## src/rtl/ndv_pkg.sv

```systemverilog
package ndv_pkg;
   typedef enum logic [1:0] {
      CAUSE_NONE = 2'b00,
      CAUSE_DROP = 2'b01,
      CAUSE_FLAT = 2'b10
   } cause_t;
endpackage

```

## src/rtl/ndv_slot_gate.sv

```systemverilog
module ndv_slot_gate #(
   parameter int HOLD_TICKS   = 250,
   parameter int SAMPLE_TICKS = 32
) (
   input  logic clk,
   input  logic rst_n,
   input  logic en_i,
   input  logic tick_i,
   input  logic take_i,
   output logic hold_done_o,
   output logic slot_open_o
);
   localparam int HW = $clog2(HOLD_TICKS + 1);

   logic [HW-1:0] hold_cnt;
   logic          hold_done;
   logic          slot_open;
   logic          slot_wrap;
   logic          hold_last;

   assign hold_last = (hold_cnt == HW'(HOLD_TICKS - 1));

   // slot cadence: a counter, or every tick when the interval is one
   generate
      if (SAMPLE_TICKS == 1) begin : g_every_tick
         assign slot_wrap = tick_i;
      end else begin : g_counted
         localparam int SW = $clog2(SAMPLE_TICKS);
         logic [SW-1:0] slot_cnt;
         always_ff @(posedge clk) begin
            if (!rst_n || !en_i || !hold_done) begin
               slot_cnt <= '0;
            end else if (tick_i) begin
               if (slot_cnt == SW'(SAMPLE_TICKS - 1)) slot_cnt <= '0;
               else                                   slot_cnt <= slot_cnt + 1'b1;
            end
         end
         assign slot_wrap = tick_i && (slot_cnt == SW'(SAMPLE_TICKS - 1));
      end
   endgenerate

   always_ff @(posedge clk) begin
      if (!rst_n || !en_i) begin
         hold_cnt  <= '0;
         hold_done <= 1'b0;
         slot_open <= 1'b0;
      end else if (!hold_done) begin
         if (tick_i) begin
            if (hold_last) begin
               hold_done <= 1'b1;
               slot_open <= 1'b1;
            end else begin
               hold_cnt <= hold_cnt + 1'b1;
            end
         end
      end else begin
         if (slot_wrap)   slot_open <= 1'b1;
         else if (take_i) slot_open <= 1'b0;
      end
   end

   assign hold_done_o = hold_done;
   assign slot_open_o = slot_open;
endmodule

```

## src/rtl/ndv_peak_track.sv

```systemverilog
module ndv_peak_track #(
   parameter int VW = 16
) (
   input  logic          clk,
   input  logic          rst_n,
   input  logic          en_i,
   input  logic          take_i,
   input  logic [VW-1:0] sample_i,
   input  logic [VW-1:0] thr_i,
   output logic          load_o,
   output logic          drop_o
);
   logic [VW-1:0] peak;
   logic          have_peak;
   logic          rise;
   logic [VW-1:0] gap;

   assign rise   = sample_i > peak;
   assign gap    = peak - sample_i;
   assign load_o = take_i && (!have_peak || rise);
   assign drop_o = take_i && have_peak && !rise && (gap >= thr_i);

   always_ff @(posedge clk) begin
      if (!rst_n || !en_i) begin
         peak      <= '0;
         have_peak <= 1'b0;
      end else if (load_o) begin
         peak      <= sample_i;
         have_peak <= 1'b1;
      end
   end
endmodule

```

## src/rtl/ndv_flat_timer.sv

```systemverilog
module ndv_flat_timer #(
   parameter int FLAT_TICKS = 1000
) (
   input  logic clk,
   input  logic rst_n,
   input  logic en_i,
   input  logic tick_i,
   input  logic restart_i,
   output logic expire_o
);
   localparam int FW = $clog2(FLAT_TICKS + 1);

   logic [FW-1:0] cnt;
   logic          running;

   assign expire_o = running && tick_i && !restart_i &&
                     (cnt == FW'(FLAT_TICKS - 1));

   always_ff @(posedge clk) begin
      if (!rst_n || !en_i) begin
         cnt     <= '0;
         running <= 1'b0;
      end else if (restart_i) begin
         cnt     <= '0;
         running <= 1'b1;
      end else if (running && tick_i) begin
         if (cnt == FW'(FLAT_TICKS - 1)) begin
            cnt     <= '0;
            running <= 1'b0;
         end else begin
            cnt <= cnt + 1'b1;
         end
      end
   end
endmodule

```

## src/rtl/ndv_term_detect.sv

```systemverilog
module ndv_term_detect #(
   parameter int VW           = 16,
   parameter int HOLD_TICKS   = 250,
   parameter int SAMPLE_TICKS = 32,
   parameter int FLAT_TICKS   = 1000
) (
   input  logic          clk,
   input  logic          rst_n,
   input  logic          tick_i,
   input  logic          fast_active_i,
   input  logic          sample_valid_i,
   input  logic [VW-1:0] sample_i,
   input  logic [VW-1:0] thr_i,
   output logic          term_o,
   output logic [1:0]    cause_o
);
   import ndv_pkg::*;

   generate
      if (VW < 2)           begin : g_bad_vw    $error("VW must be at least 2");           end
      if (HOLD_TICKS < 1)   begin : g_bad_hold  $error("HOLD_TICKS must be at least 1");   end
      if (SAMPLE_TICKS < 1) begin : g_bad_slot  $error("SAMPLE_TICKS must be at least 1"); end
      if (FLAT_TICKS < 1)   begin : g_bad_flat  $error("FLAT_TICKS must be at least 1");   end
   endgenerate

   logic   done_q;
   logic   fa_q;
   logic   go;
   logic   hold_done;
   logic   slot_open;
   logic   take;
   logic   load_ev;
   logic   drop_ev;
   logic   flat_ev;
   logic   drop_hit;
   logic   flat_hit;
   cause_t cause_q;

   assign go       = fast_active_i && !done_q;
   assign take     = go && slot_open && sample_valid_i;
   assign drop_hit = drop_ev;
   assign flat_hit = go && flat_ev && !drop_hit;

   ndv_slot_gate #(
      .HOLD_TICKS  (HOLD_TICKS),
      .SAMPLE_TICKS(SAMPLE_TICKS)
   ) u_gate (
      .clk        (clk),
      .rst_n      (rst_n),
      .en_i       (go),
      .tick_i     (tick_i),
      .take_i     (take),
      .hold_done_o(hold_done),
      .slot_open_o(slot_open)
   );

   ndv_peak_track #(.VW(VW)) u_peak (
      .clk     (clk),
      .rst_n   (rst_n),
      .en_i    (go),
      .take_i  (take),
      .sample_i(sample_i),
      .thr_i   (thr_i),
      .load_o  (load_ev),
      .drop_o  (drop_ev)
   );

   ndv_flat_timer #(.FLAT_TICKS(FLAT_TICKS)) u_flat (
      .clk      (clk),
      .rst_n    (rst_n),
      .en_i     (go),
      .tick_i   (tick_i),
      .restart_i(load_ev),
      .expire_o (flat_ev)
   );

   always_ff @(posedge clk) begin
      if (!rst_n) begin
         term_o  <= 1'b0;
         cause_q <= CAUSE_NONE;
         done_q  <= 1'b0;
         fa_q    <= 1'b0;
      end else begin
         fa_q   <= fast_active_i;
         term_o <= drop_hit || flat_hit;
         if (fast_active_i && !fa_q) cause_q <= CAUSE_NONE;
         if (drop_hit) begin
            cause_q <= CAUSE_DROP;
            done_q  <= 1'b1;
         end else if (flat_hit) begin
            cause_q <= CAUSE_FLAT;
            done_q  <= 1'b1;
         end
         if (!fast_active_i) done_q <= 1'b0;
      end
   end

   assign cause_o = cause_q;
endmodule

```

## config.mk

```make
export PLATFORM = sky130hd
export DESIGN_NAME = ndv_term_detect
export DESIGN_NICKNAME = d
export VERILOG_FILES = /design/src/rtl/ndv_pkg.sv /design/src/rtl/ndv_slot_gate.sv /design/src/rtl/ndv_peak_track.sv /design/src/rtl/ndv_flat_timer.sv /design/src/rtl/ndv_term_detect.sv
export SDC_FILE = /design/constraint.sdc
export NUM_CORES = 1
export LEC_CHECK = 0
export ABC_AREA = 0
export BUFFER_PORTS_ARGS = -buffer_cell sky130_fd_sc_hd__buf_2
export CAP_MARGIN = 20
export CORE_ASPECT_RATIO = 1.2
export CORE_MARGIN = 2
export CORE_UTILIZATION = 40
export DETAILED_ROUTE_END_ITERATION = 12
export HOLD_SLACK_MARGIN = 0.05
export PLACE_DENSITY_LB_ADDON = 0.1
export REMOVE_ABC_BUFFERS = 1
export SLEW_MARGIN = 5
export SYNTH_ARGS = -nofsm -noshare
export SYNTH_HDL_FRONTEND = slang
export SYNTH_SLANG_ARGS = --single-unit
```

## constraint.sdc

```tcl
create_clock -name clk -period 5.14 [get_ports clk]
set_clock_uncertainty 0.2 [all_clocks]
set_input_delay 0.514 -clock clk [delete_from_list [all_inputs] [get_ports clk]]
set_output_delay 0.514 -clock clk [all_outputs]
set_load 0.02 [all_outputs]
```

==> impl_metrics.ini <==
[status]
status = finished clean

[die]
ioPinCount = 40
initial_core_util_pct = 41.78
die_h_um = 102.6
rows = 35
die_w_um = 86.14
core_sq_um = 7751
die-area_sq_um = 8834

[routing]
first_pass_iters = 4
post_drt_wl_per_cell_um = 12.55
drcViolationCount = 0
route.vias.total = 2598
drtIter0Drc = 43
ant_nets = 0
routed_wl_um = 6449
viasPerCell = 5.054

[synth]
synth_top_cell_area_share_pct = 29.68
synth_fa_ha_area_share_pct = 14.91
ys.flop_type = dfxtp_1
synth-seq-cells = 48
synth_xor_xnor_area_share_pct = 7.032
synth_top_family_by_area = simple AND/OR/NAND/NOR gates
synth-compound-area-share_pct = 16.62
yosys_warnings = 0
synth.distinct_cells = 59
syn_area_sq_um = 3238
yosysSeqAreaShare_pct = 29.68
postSynthCellCount = 381
syn-mean-instance-area_sq_um = 8.499
synth_edf_count = 0
ys_async_sr_fraction_pct = 0
synth_area_leaders = dfxtp_1 30%, ha_1 14%, nor2_1 5.2%
post-synth-top-area-cell = dfxtp_1
synthSimpleGateAreaFrac_pct = 20.21
synth_mux_area_share_pct = 5.294

[critical_path]
critical_path.max_stage_delay_ns = 0.51
crit_chain = inv_1 -> ha_1 -> fa_1 -> nor2b_1 -> o31ai_4 -> a21oi_1 -> o21ai_1 -> a22oi_1 -> nor4b_1 -> or3_1 -> ha_1 -> nand2_1 -> o21ai_0 -> a211oi_1 -> o21ai_0 -> or4b_4 -> a21oi_2 -> o21a_1
rrSetupSlack_ns = 0.96
critical_path_arrival_ns = 4.23
crit_required_ns = 5.19
crit_type = reg2reg
cp_max_fo = 6
cp_slowest_cell = or4b_4
start_kind = flip-flop
crit_buf_inv = 1
endpoint_kind = flip-flop
crit_family = compound AO/OA/AOI/OAI gates

[power]
pwr_density_cell_nw_per_um2 = 195.0
ir_drop_uv = 95.50
p_leak_nw = 1.569

[clock_network]
clockBufferDepth = 2
cts_inserted_buffers = 5
cts_tree = built
clk_pin_slew_worst_paths_ns = 0.09
clock_latency_ns = 0.29
post_cts_buffers = 0
htreeDepth = 2
clock_sinks = 48
cts_resized = 0
hold_buffers = 0
cts_root_buffer = clkbuf_8

[timing]
max_freq_ghz = 0.2392
worstMarginPinSlew_ns = 0.5905
setup_tns_ns = 0
layout_min_cycle_time_ns = 4.180
post-route-period-util_pct = 81.32
setup_viol = 0
hold_viol_final = 0
rsz0062_at_grt = false
drv_slew = 0
slew_headroom_pct = 60.51

[finish]
final_net_count = 496
ff_latch_area_sq_um = 960.9
n_antenna_cell = 0
drive_gt1_share_pct = 17.30
multi_input_area_sq_um = 2082
areaGrowthSynthToFinish_pct = 11.67
post-route-util_pct = 46.65
fillCellCount = 765

[global_route]
grt_pass1_vias = 2593
grt_use_total_pct = 15.81
grt_max_degree = 29
antenna_found_initial = 0
grt_overflow = 0
grt_pass1_wl_um = 11400

[placement]
gp_congestion = 0.7889
place.port_buffers = 39
dp_hpwl_um = 5089

[flow_run]
max-cap-violations = 0

[min_path]
hold_path.class = in2reg
==> cell families (layout without fill, tap and decap cells) <==
| logic type | after synthesis | in the layout |
|---|---|---|
| AND/OR/NAND/NOR | 127 | 127 |
| AO/OA/AOI/OAI | 77 | 77 |
| flip-flops | 48 | 48 |
| buffers and inverters | 48 | 89 |
| adder cells (fa/ha/maj) | 38 | 38 |
| XOR/XNOR | 26 | 26 |
| multiplexers | 17 | 17 |
==> placed cells by master, fill, tap and decap left out, drive strengths merged, types with 2 or more instances in the layout <==
cell type	Yosys	final
o21a	4	4
nand3	14	14
nor2b	5	5
dfxtp	48	48
a21oi	29	29
mux2i	16	16
clkbuf	2	6
clkinvlp	0	2
and3	6	6
a21o	2	2
and2	2	2
inv	40	40
nand2b	4	4
nor2	54	54
a21boi	4	4
nand2	19	19
or3	3	3
o31a	2	2
nand4	8	8
nor3	3	3
ha	37	37
xor2	16	16
xnor2	10	10
buf	6	41
a22oi	2	2
a211oi	5	5
o21ai	18	18
nand3b	2	2
==> worst reg2reg max path: cells and delay by family, from the launching register on <==
family | cells | cell delay (ns)
fa+ha+maj | 3 | 0.92
simple gates | 5 | 1.28
flops | 1 | 0.32
buf+inv | 1 | 0.05
compound gates | 9 | 1.36
==> cells in the mapped netlist (4+ instances only) <==
| library cell | n |
|---|---|
| ha_1 | 37 |
| nand3_1 | 13 |
| mux2i_1 | 16 |
| xnor2_1 | 10 |
| xor2_1 | 16 |
| nor2_1 | 45 |
| inv_1 | 39 |
| nor2b_1 | 5 |
| dfxtp_1 | 48 |
| nor2_2 | 9 |
| o21ai_0 | 13 |
| o21ai_1 | 4 |
| a21oi_1 | 26 |
| nand2_1 | 19 |
| nand4_1 | 8 |
| nand2b_1 | 4 |
| a211oi_1 | 4 |
| and3_1 | 6 |
==> sequential cells by signal (all words and copies together) (netlist names) <==
signal	cells
u_flat.cnt	10
cause_o	2
fa_q	1
u_flat.running	1
term_o	1
u_gate.g_counted.slot_cnt	5
u_peak.have_peak	1
u_gate.slot_open_o	1
u_gate.hold_done_o	1
done_q	1
u_peak.peak	16
u_gate.hold_cnt	8
==> layout make-up <==
cell class              count  share of cell area [%]
multi-input cells         285                   57.58
flip-flops and latches     48                   26.57
repair buffers             41                   5.813
inverters                  40                   4.152
well taps                  92                   3.183
clock buffers               6                   2.284
clock inverters             2                  0.4152
==> power by group <==
| group | total [mW] | internal, mW | leakage [nW] | switching (mW) |
|---|---|---|---|---|
| clock network | 0.239 | 0.109 | 0.0434 | 0.130 |
| logic | 0.0921 | 0.0414 | 1.14 | 0.0507 |
| registers | 0.374 | 0.373 | 0.387 | 0.00109 |
==> layer usage <==
| metal | routed length (um) | vias up | GRT usage [%] | share of wire [%] |
|---|---|---|---|---|
| met5 | 0 | - | 0 | 0 |
| met4 | 76 | 0 | 4.518 | 1.2 |
| met3 | 106 | 6 | 2.322 | 1.6 |
| met2 | 3218 | 24 | 28.74 | 50 |
| met1 | 3048 | 1174 | 19.36 | 47 |
| li1 | - | 1394 | - | - |
==> metrics by stage <==
step / power, mW / worst slack, ns / instances / area (sq um) / hold slack (ns)
after floorplan: 0.4416 / 1.188 / 373 / 3186 / 0.2584
after global placement: 0.4734 / 0.8715 / 506 / 3518 / 0.2695
after detailed placement: 0.4755 / 0.6559 / 506 / 3518 / 0.2815
after CTS: 0.7244 / 0.9141 / 514 / 3616 / 0.2488
after global routing: 0.7515 / 0.6245 / 514 / 3616 / 0.2673
final: 0.7052 / 0.9600 / 514 / 3616 / 0.2601
==> path summary, 6_finish.rpt <==
path / from / endpoint / cells past startpoint
max: u_peak.peak[0]$_SDFFE_PP0P_ / done_q$_SDFFE_PN0P_ / 18
min: sample_i[0] / u_peak.peak[0]$_SDFFE_PP0P_ / 3
max reg2reg: u_peak.peak[0]$_SDFFE_PP0P_ / done_q$_SDFFE_PN0P_ / 18
min reg2reg: u_flat.cnt[1]$_SDFFE_PP0P_ / u_flat.cnt[1]$_SDFFE_PP0P_ / 2
Note: power is estimated with default switching activity, not from simulation.
